<file path="config.mk">
export PLATFORM = sky130hd
export DESIGN_NAME = sysctl_regfile
export DESIGN_NICKNAME = d
export VERILOG_FILES = /design/src/rtl/sysctl_pkg.sv /design/src/rtl/sysctl_decode.sv /design/src/rtl/sysctl_store.sv /design/src/rtl/sysctl_dbg.sv /design/src/rtl/sysctl_cores.sv /design/src/rtl/sysctl_regfile.sv
export SDC_FILE = /design/constraint.sdc
export NUM_CORES = 2
export LEC_CHECK = 0
export ABC_AREA = 1
export CORE_ASPECT_RATIO = 0.5
export CORE_UTILIZATION = 50
export CTS_CLUSTER_DIAMETER = 40
export DETAILED_ROUTE_END_ITERATION = 8
export GPL_TIMING_DRIVEN = 0
export PLACE_DENSITY_LB_ADDON = 0.25
export SLEW_MARGIN = 15
export SYNTH_ARGS = -nofsm -noshare
export SYNTH_HDL_FRONTEND = slang
export SYNTH_SLANG_ARGS = --single-unit
</file>
<file path="constraint.sdc">
create_clock -name clk -period 3.15 [get_ports clk]
set_input_delay 0.315 -clock clk [delete_from_list [all_inputs] [get_ports clk]]
set_output_delay 0.315 -clock clk [all_outputs]
set_load 0.05 [all_outputs]
</file>
<file path="src/rtl/sysctl_pkg.sv">
package sysctl_pkg;

    localparam int WORD_W      = 32;
    localparam int OFFS_W      = 12;
    localparam int WIDX_W      = OFFS_W - 2;
    localparam int NUM_CORES   = 2;
    localparam int SWRST_BIT   = 9;
    localparam int IDENT_WORDS = 12;
    localparam int IDENT_IDX_W = $clog2(IDENT_WORDS);
    localparam logic [WIDX_W-1:0] IDENT_BASE = WIDX_W'(1024 - IDENT_WORDS);

    typedef enum logic [4:0] {
        RID_NONE,
        RID_DBG_STAT,
        RID_DBG_SET,
        RID_DBG_CLR,
        RID_SEC_CTL,
        RID_FCLK_DIV,
        RID_SCLK_DIV,
        RID_CLK_FORCE,
        RID_RST_CAUSE,
        RID_RST_MASK,
        RID_SW_RST,
        RID_RETAIN,
        RID_VTOR0,
        RID_VTOR1,
        RID_CORE_HOLD,
        RID_NMI_EN,
        RID_WAKE_IRQ,
        RID_EXT_WAKE,
        RID_PD_SYS,
        RID_PD_MEM0,
        RID_PD_MEM1,
        RID_PD_MEM2,
        RID_PD_MEM3,
        RID_IDENT
    } reg_id_e;

    localparam int NUM_RID = 24;

    typedef struct packed {
        reg_id_e id;
        logic    ext_only;
        logic    rd_ok;
        logic    wr_ok;
    } reg_info_t;

    typedef struct packed {
        reg_id_e                id;
        logic                   rd;
        logic                   wr;
        logic                   err;
        logic [IDENT_IDX_W-1:0] ident_idx;
    } access_t;

    function automatic reg_info_t mk_info(reg_id_e id, logic ext, logic rd, logic wr);
        reg_info_t r;
        r.id       = id;
        r.ext_only = ext;
        r.rd_ok    = rd;
        r.wr_ok    = wr;
        return r;
    endfunction

    // Word-offset map; offsets are the byte offset divided by four.
    function automatic reg_info_t lookup_word(logic [WIDX_W-1:0] w);
        reg_info_t r;
        r = mk_info(RID_NONE, 1'b0, 1'b0, 1'b0);
        case (w)
            10'h000: r = mk_info(RID_DBG_STAT,  1'b0, 1'b1, 1'b0);
            10'h001: r = mk_info(RID_DBG_SET,   1'b0, 1'b0, 1'b1);
            10'h002: r = mk_info(RID_DBG_CLR,   1'b0, 1'b0, 1'b1);
            10'h003: r = mk_info(RID_SEC_CTL,   1'b1, 1'b1, 1'b1);
            10'h004: r = mk_info(RID_FCLK_DIV,  1'b1, 1'b1, 1'b1);
            10'h005: r = mk_info(RID_SCLK_DIV,  1'b1, 1'b1, 1'b1);
            10'h006: r = mk_info(RID_CLK_FORCE, 1'b1, 1'b1, 1'b1);
            10'h040: r = mk_info(RID_RST_CAUSE, 1'b0, 1'b1, 1'b1);
            10'h041: r = mk_info(RID_RST_MASK,  1'b0, 1'b1, 1'b1);
            10'h042: r = mk_info(RID_SW_RST,    1'b0, 1'b0, 1'b1);
            10'h043: r = mk_info(RID_RETAIN,    1'b0, 1'b1, 1'b1);
            10'h044: r = mk_info(RID_VTOR0,     1'b0, 1'b1, 1'b1);
            10'h045: r = mk_info(RID_VTOR1,     1'b1, 1'b1, 1'b1);
            10'h046: r = mk_info(RID_CORE_HOLD, 1'b0, 1'b1, 1'b1);
            10'h047: r = mk_info(RID_NMI_EN,    1'b0, 1'b1, 1'b1);
            10'h048: r = mk_info(RID_WAKE_IRQ,  1'b0, 1'b1, 1'b1);
            10'h049: r = mk_info(RID_EXT_WAKE,  1'b1, 1'b1, 1'b1);
            10'h080: r = mk_info(RID_PD_SYS,    1'b1, 1'b1, 1'b1);
            10'h083: r = mk_info(RID_PD_MEM0,   1'b1, 1'b1, 1'b1);
            10'h084: r = mk_info(RID_PD_MEM1,   1'b1, 1'b1, 1'b1);
            10'h085: r = mk_info(RID_PD_MEM2,   1'b1, 1'b1, 1'b1);
            10'h086: r = mk_info(RID_PD_MEM3,   1'b1, 1'b1, 1'b1);
            default: begin
                if (w >= IDENT_BASE) r = mk_info(RID_IDENT, 1'b0, 1'b1, 1'b0);
            end
        endcase
        return r;
    endfunction

    // Registers that simply keep the written word.
    function automatic logic is_plain(reg_id_e id);
        case (id)
            RID_SEC_CTL, RID_FCLK_DIV, RID_SCLK_DIV, RID_CLK_FORCE,
            RID_RST_CAUSE, RID_RST_MASK, RID_RETAIN, RID_NMI_EN,
            RID_WAKE_IRQ, RID_EXT_WAKE, RID_PD_SYS,
            RID_PD_MEM0, RID_PD_MEM1, RID_PD_MEM2, RID_PD_MEM3: return 1'b1;
            default: return 1'b0;
        endcase
    endfunction

    function automatic logic [WORD_W-1:0] plain_reset(reg_id_e id);
        case (id)
            RID_RST_CAUSE: return WORD_W'(32'h1);
            RID_PD_SYS:    return WORD_W'(32'h7F);
            default:       return '0;
        endcase
    endfunction

    function automatic logic [7:0] ident_byte(logic [IDENT_IDX_W-1:0] idx);
        case (idx)
            4'd0:    return 8'h04;
            4'd4:    return 8'h54;
            4'd5:    return 8'hB8;
            4'd6:    return 8'h0B;
            4'd8:    return 8'h0D;
            4'd9:    return 8'hF0;
            4'd10:   return 8'h05;
            4'd11:   return 8'hB1;
            default: return 8'h00;
        endcase
    endfunction

endpackage

</file>
<file path="src/rtl/sysctl_decode.sv">
module sysctl_decode
    import sysctl_pkg::*;
#(
    parameter logic [3:0] EXT_TAG = 4'd2
) (
    input  logic [3:0]        version_tag,
    input  logic              psel,
    input  logic              penable,
    input  logic              pwrite,
    input  logic [WIDX_W-1:0] word_idx,
    output access_t           acc
);

    reg_info_t         info;
    logic              ext_en;
    logic              present;
    logic              wr_allow;
    logic              active;
    logic [WIDX_W-1:0] ident_rel;

    always_comb begin
        info      = lookup_word(word_idx);
        ext_en    = (version_tag == EXT_TAG);
        present   = (info.id != RID_NONE) && (!info.ext_only || ext_en);
        // The NMI location is read-only zero outside the extended build.
        wr_allow  = info.wr_ok && !((info.id == RID_NMI_EN) && !ext_en);
        active    = psel && penable;
        ident_rel = word_idx - IDENT_BASE;

        acc.id        = present ? info.id : RID_NONE;
        acc.rd        = active && !pwrite && present && info.rd_ok;
        acc.wr        = active &&  pwrite && present && wr_allow;
        acc.err       = active && !(acc.rd || acc.wr);
        acc.ident_idx = ident_rel[IDENT_IDX_W-1:0];
    end

endmodule

</file>
<file path="src/rtl/sysctl_store.sv">
module sysctl_store
    import sysctl_pkg::*;
(
    input  logic              clk,
    input  logic              rst,
    input  logic              wr_en,
    input  reg_id_e           wr_id,
    input  logic [WORD_W-1:0] wdata,
    output logic [WORD_W-1:0] vals [NUM_RID]
);

    for (genvar i = 0; i < NUM_RID; i++) begin : g_slot
        if (is_plain(reg_id_e'(i))) begin : g_reg
            logic [WORD_W-1:0] q;
            always_ff @(posedge clk) begin
                if (rst)
                    q <= plain_reset(reg_id_e'(i));
                else if (wr_en && (wr_id == reg_id_e'(i)))
                    q <= wdata;
            end
            assign vals[i] = q;
        end else begin : g_none
            assign vals[i] = '0;
        end
    end

endmodule

</file>
<file path="src/rtl/sysctl_dbg.sv">
module sysctl_dbg
    import sysctl_pkg::*;
(
    input  logic              clk,
    input  logic              rst,
    input  logic              set_en,
    input  logic              clr_en,
    input  logic [WORD_W-1:0] wdata,
    output logic [WORD_W-1:0] status
);

    always_ff @(posedge clk) begin
        if (rst)
            status <= '0;
        else if (set_en)
            status <= status | wdata;
        else if (clr_en)
            status <= status & ~wdata;
    end

endmodule

</file>
<file path="src/rtl/sysctl_cores.sv">
module sysctl_cores
    import sysctl_pkg::*;
#(
    parameter logic [WORD_W-1:0] VTOR0_RST = 32'h1000_0000,
    parameter logic [WORD_W-1:0] VTOR1_RST = 32'h1000_0000,
    parameter logic [WORD_W-1:0] HOLD_RST  = 32'h0
) (
    input  logic                             clk,
    input  logic                             rst,
    input  logic [NUM_CORES-1:0]             vtor_wr,
    input  logic                             hold_wr,
    input  logic [WORD_W-1:0]                wdata,
    output logic [NUM_CORES-1:0][WORD_W-1:0] vtor,
    output logic [WORD_W-1:0]                hold,
    output logic [NUM_CORES-1:0]             release_pulse
);

    always_ff @(posedge clk) begin
        if (rst)
            hold <= HOLD_RST;
        else if (hold_wr)
            hold <= wdata;
    end

    for (genvar c = 0; c < NUM_CORES; c++) begin : g_core
        localparam logic [WORD_W-1:0] RV = (c == 0) ? VTOR0_RST : VTOR1_RST;
        logic [WORD_W-1:0] vtor_q;
        logic              rel_q;

        always_ff @(posedge clk) begin
            if (rst)
                vtor_q <= RV;
            else if (vtor_wr[c])
                vtor_q <= wdata;
        end

        // Falling edge of a hold bit releases that core for one cycle.
        always_ff @(posedge clk) begin
            if (rst)
                rel_q <= 1'b0;
            else
                rel_q <= hold_wr && hold[c] && !wdata[c];
        end

        assign vtor[c]          = vtor_q;
        assign release_pulse[c] = rel_q;
    end

endmodule

</file>
<file path="src/rtl/sysctl_regfile.sv">
module sysctl_regfile
    import sysctl_pkg::*;
#(
    parameter logic [3:0]  EXT_TAG   = 4'd2,
    parameter logic [31:0] VTOR0_RST = 32'h1000_0000,
    parameter logic [31:0] VTOR1_RST = 32'h1000_0000,
    parameter logic [31:0] HOLD_RST  = 32'h0
) (
    input  logic        clk,
    input  logic        rst,
    input  logic [31:0] sys_version,
    input  logic        psel,
    input  logic        penable,
    input  logic        pwrite,
    input  logic [11:0] paddr,
    input  logic [31:0] pwdata,
    output logic [31:0] prdata,
    output logic        pslverr,
    output logic [31:0] core_vtor0,
    output logic [31:0] core_vtor1,
    output logic [1:0]  core_release,
    output logic        sys_reset_req
);

    access_t                             acc;
    logic [WORD_W-1:0]                   plain_vals [NUM_RID];
    logic [WORD_W-1:0]                   dbg_status;
    logic [NUM_CORES-1:0][WORD_W-1:0]    vtor;
    logic [WORD_W-1:0]                   hold;
    logic [NUM_CORES-1:0]                vtor_wr;
    logic [WORD_W-1:0]                   rd_word;
    logic                                swrst_q;
    logic                                addr_lsb_unused;
    logic                                version_low_unused;

    assign addr_lsb_unused    = ^paddr[1:0];
    assign version_low_unused = ^sys_version[27:0];

    sysctl_decode #(.EXT_TAG(EXT_TAG)) u_decode (
        .version_tag (sys_version[31:28]),
        .psel        (psel),
        .penable     (penable),
        .pwrite      (pwrite),
        .word_idx    (paddr[OFFS_W-1:2]),
        .acc         (acc)
    );

    sysctl_store u_store (
        .clk   (clk),
        .rst   (rst),
        .wr_en (acc.wr),
        .wr_id (acc.id),
        .wdata (pwdata),
        .vals  (plain_vals)
    );

    sysctl_dbg u_dbg (
        .clk    (clk),
        .rst    (rst),
        .set_en (acc.wr && (acc.id == RID_DBG_SET)),
        .clr_en (acc.wr && (acc.id == RID_DBG_CLR)),
        .wdata  (pwdata),
        .status (dbg_status)
    );

    assign vtor_wr[0] = acc.wr && (acc.id == RID_VTOR0);
    assign vtor_wr[1] = acc.wr && (acc.id == RID_VTOR1);

    sysctl_cores #(
        .VTOR0_RST (VTOR0_RST),
        .VTOR1_RST (VTOR1_RST),
        .HOLD_RST  (HOLD_RST)
    ) u_cores (
        .clk           (clk),
        .rst           (rst),
        .vtor_wr       (vtor_wr),
        .hold_wr       (acc.wr && (acc.id == RID_CORE_HOLD)),
        .wdata         (pwdata),
        .vtor          (vtor),
        .hold          (hold),
        .release_pulse (core_release)
    );

    always_ff @(posedge clk) begin
        if (rst)
            swrst_q <= 1'b0;
        else
            swrst_q <= acc.wr && (acc.id == RID_SW_RST) && pwdata[SWRST_BIT];
    end

    always_comb begin
        case (acc.id)
            RID_DBG_STAT:  rd_word = dbg_status;
            RID_VTOR0:     rd_word = vtor[0];
            RID_VTOR1:     rd_word = vtor[1];
            RID_CORE_HOLD: rd_word = hold;
            RID_IDENT:     rd_word = {24'h0, ident_byte(acc.ident_idx)};
            default:       rd_word = plain_vals[acc.id];
        endcase
    end

    assign prdata        = acc.rd ? rd_word : '0;
    assign pslverr       = acc.err;
    assign core_vtor0    = vtor[0];
    assign core_vtor1    = vtor[1];
    assign sys_reset_req = swrst_q;

endmodule

</file>
==> impl_metrics.py <==
metrics = {
    "global_route": {
        "grtUsageTotal_pct": 42.48,
        "antenna_found_initial": 4,
        "grt_max_degree": 16,
        "grt_pass1_vias": 32420,
        "grt_pass1_wl_microns": 201300,
        "grt.overflow.total": 0,
    },
    "die": {
        "die_h_microns": 178.5,
        "core-area_sq_um": 61340,
        "io_pins": 181,
        "die_area_sq_um": 63360,
        "fp.dieW_microns": 355.0,
        "rows": 64,
        "initial_core_util_pct": 50.78,
    },
    "routing": {
        "via_count": 36430,
        "drc": 0,
        "drt-initial-drc-count": 6352,
        "routedWlPerCell_microns": 22.65,
        "detail-route-antenna-nets": 0,
        "drt_pass1_iterations": 7,
        "via_per_inst": 5.824,
        "drt-total-wl_microns": 141700,
    },
    "setup_path": {
        "crit_path_end_kind": "output port",
        "reg2reg_from": "u_cores.hold[1]",
        "crit_start": "paddr[5]",
        "cp-start-kind": "input pin",
        "criticalPathCategory": "in2out",
        "arrival_ps": 3410,
        "required_ps": 2830,
        "crit_fanout": 10,
    },
    "logic_synthesis": {
        "synth-seq-cells": 611,
        "syn_area_per_cell_sq_um": 6.141,
        "synth_xor_area_share_pct": 0,
        "synth_top_family_by_area": "simple AND/OR/NAND/NOR gates",
        "ys_warn_count": 0,
        "synth_cells": 5072,
        "muxShareOfSynthArea_pct": 0,
        "async_reset_ff_share_pct": 0,
        "synth_nets": 5162,
        "netlist_area_sq_um": 31150,
        "synth_compound_area_share_pct": 10.08,
        "synth_cell_types": 33,
        "synth-adder-area-share_pct": 0.3615,
        "synthSimpleGateAreaFrac_pct": 39.92,
        "synth_edf_count": 0,
        "ys_seq_area_share_pct": 39.27,
        "synth_ff_type": "dfxtp_1",
    },
    "clock_tree": {
        "root_buffer": "clkbuf_16",
        "ctsHoldBuffers": 0,
        "clock_sinks": 611,
        "clkTransAtPathRegs_ps": 70,
        "insertion_delay_ps": 650,
        "cts_tree": "built",
        "htree_levels": 2,
        "cts_buffer_depth": 3,
        "numCtsBuffers": 59,
    },
    "placed_design": {
        "preCtsSetupSlack_ps": -3129,
        "dpl.hpwl_microns": 101500,
        "gp_congestion": 1.043,
        "io_buffers": 118,
    },
    "sta": {
        "finalCritPeriodShare_pct": 118.3,
        "rsz0062_at_grt": "true",
        "min_period_ps": 3726,
        "setup_viol": 111,
        "fmax_mhz": 268.4,
        "fin_skew_ps": 8.226,
        "slew_headroom_pct": 19.08,
        "setup_slack_ps": -576.1,
        "hold_slack_ps": 317.4,
        "maxSlewViolCount": 0,
        "final_hold_viol_count": 0,
        "worst_slew_pin_slew_ps": 1214,
    },
    "run_status": {
        "violations": "setup timing",
        "status": "finished with violations",
    },
    "power": {
        "ir_worst_vdd_v": 0.0004205,
        "p_leak_nw": 17.71,
        "power.density_nw_per_um2": 407.7,
        "total_power_mw": 16.26,
    },
    "finish": {
        "layout-drive-gt1-share_pct": 15.86,
        "seq_area_sq_um": 12230,
        "area_growth_pct": 28.03,
        "final_core_util_pct": 65.02,
        "nets": 5472,
        "multiInputGateArea_sq_um": 17750,
        "fillerInstances": 5456,
    },
    "worst_hold_path": {
        "min_from": "pwdata[29]",
        "hold_class": "in2reg",
    },
    "job": {
        "maxCapViolCount": 0,
    },
}
-- registers in the layout (all words and copies together) (netlist names), named ones only --
name and flops:
u_cores.g_core.rel_q 2, u_cores.g_core.vtor_q 64, sys_reset_req 1, u_cores.hold 32, u_store.g_slot.g_reg.q 480
-- cell usage after synthesis (62+ instances only) --
master | count | area (sq um)
nand2_1 | 1493 | 5604
clkbuf_1 | 268 | 1006
nor3_1 | 125 | 625.6
a211oi_1 | 62 | 465.5
nand4_1 | 67 | 419.2
nor2_1 | 979 | 3675
inv_1 | 387 | 1453
dfxtp_1 | 611 | 12230
nor4_1 | 68 | 425.4
buf_2 | 84 | 420.4
nand3_1 | 277 | 1386
a21oi_1 | 237 | 1186
o21ai_0 | 250 | 1251
-- routing by layer --
metal,track usage (%),routed length [microns],vias up
met5,0,170,-
met4,14.51,6124,6
met3,16.40,23650,496
met2,59.84,55440,2609
met1,58.53,56310,16750
li1,-,-,16570
-- kinds of logic after synthesis --
family / Yosys count
compound gates: 589
fa+ha+maj: 9
buf+inv: 820
flops: 611
simple gates: 3043
-- area by class of cell --
class,instances,share of cell area [%]
Timing Repair Buffer,249,6.865
Clock buffer,72,4.003
Buffer,422,6.566
Tap cell,825,2.588
Antenna cell,3,0.01882
Sequential cell,611,30.67
Multi-Input combinational cell,3644,44.50
Clock inverter,35,0.9600
Inverter,395,3.831
-- repair_timing --
action | in CTS | in global routing
setup endpoints to repair | 644 | 333
setup buffers | 79 | 40
hold endpoints to repair | 0 | 0
cloned | 18 | 4
pin swaps | 87 | 93
gates resized for setup | 902 | 269
-- stage by stage --
| stage | cells | setup TNS (ps) | instance area [sq um] |
|---|---|---|---|
| after detailed placement | 6015 | -1052740 | 33710 |
| after CTS | 6217 | -10990 | 38830 |
| final | 6256 | -28940 | 39880 |
| after global routing | 6253 | -34940 | 39870 |
| after floorplan | 5072 | -0.04752 | 31490 |
| after global placement | 6015 | -1010120 | 33710 |
-- where the power goes --
part           internal [mW]  switching [mW]  total, mW
Combinational          0.209           0.747      0.956
Sequential              7.72     0.000000143       7.72
Clock                   4.12            3.47       7.59
-- worst paths after layout --
| kind | to | depth (start not counted) | slack (ps) |
|---|---|---|---|
| worst max-delay path | prdata[1] | 25 | -580 |
| worst min-delay path | u_cores.g_core[0].vtor_q[29] | 3 | 320 |
| worst max register to register | u_cores.g_core[1].rel_q | 2 | 2100 |
| worst min register to register | u_cores.hold[20] | 2 | 460 |
-- placed cells by master, fill, tap and decap left out, types with 33 or more instances in the layout --
| cell | Yosys | layout |
|---|---|---|
| nor4_1 | 68 | 67 |
| buf_8 | 0 | 33 |
| clkbuf_1 | 268 | 185 |
| nor2_1 | 979 | 873 |
| nand3_1 | 277 | 219 |
| o21ai_0 | 250 | 220 |
| nand4_1 | 67 | 67 |
| nand2_1 | 1493 | 1369 |
| nand2_2 | 1 | 96 |
| o21ai_1 | 24 | 45 |
| buf_1 | 60 | 43 |
| inv_1 | 387 | 369 |
| buf_6 | 0 | 54 |
| nor2_2 | 9 | 36 |
| dfxtp_1 | 611 | 611 |
| nor2_4 | 2 | 82 |
| a211oi_1 | 62 | 61 |
| nand3_2 | 9 | 35 |
| buf_4 | 13 | 101 |
| clkdlybuf4s50_1 | 0 | 72 |
| nand3_4 | 0 | 33 |
| clkbuf_16 | 0 | 69 |
| a21oi_1 | 237 | 223 |
| nor3_1 | 125 | 115 |
| clkbuf_2 | 0 | 40 |
| buf_2 | 84 | 66 |
| buf_12 | 0 | 33 |
-- worst max-delay path, cell delays in order --
cell	delay, ps
buf_8	80
inv_6	40
ha_4	180
nand2_4	100
inv_2	40
nand2_2	60
nand2_2	70
o21ai_4	210
nand2_2	110
o21bai_4	200
buf_12	170
nand3_4	80
buf_8	150
buf_12	130
buf_4	150
clkbuf_4	220
nand2_1	110
nand2_1	60
nand2_1	60
nand2_1	110
nand2_1	100
nand2_1	100
a21oi_4	270
nor2_4	100
buf_6	160
Power figures use the tool's default switching activity.
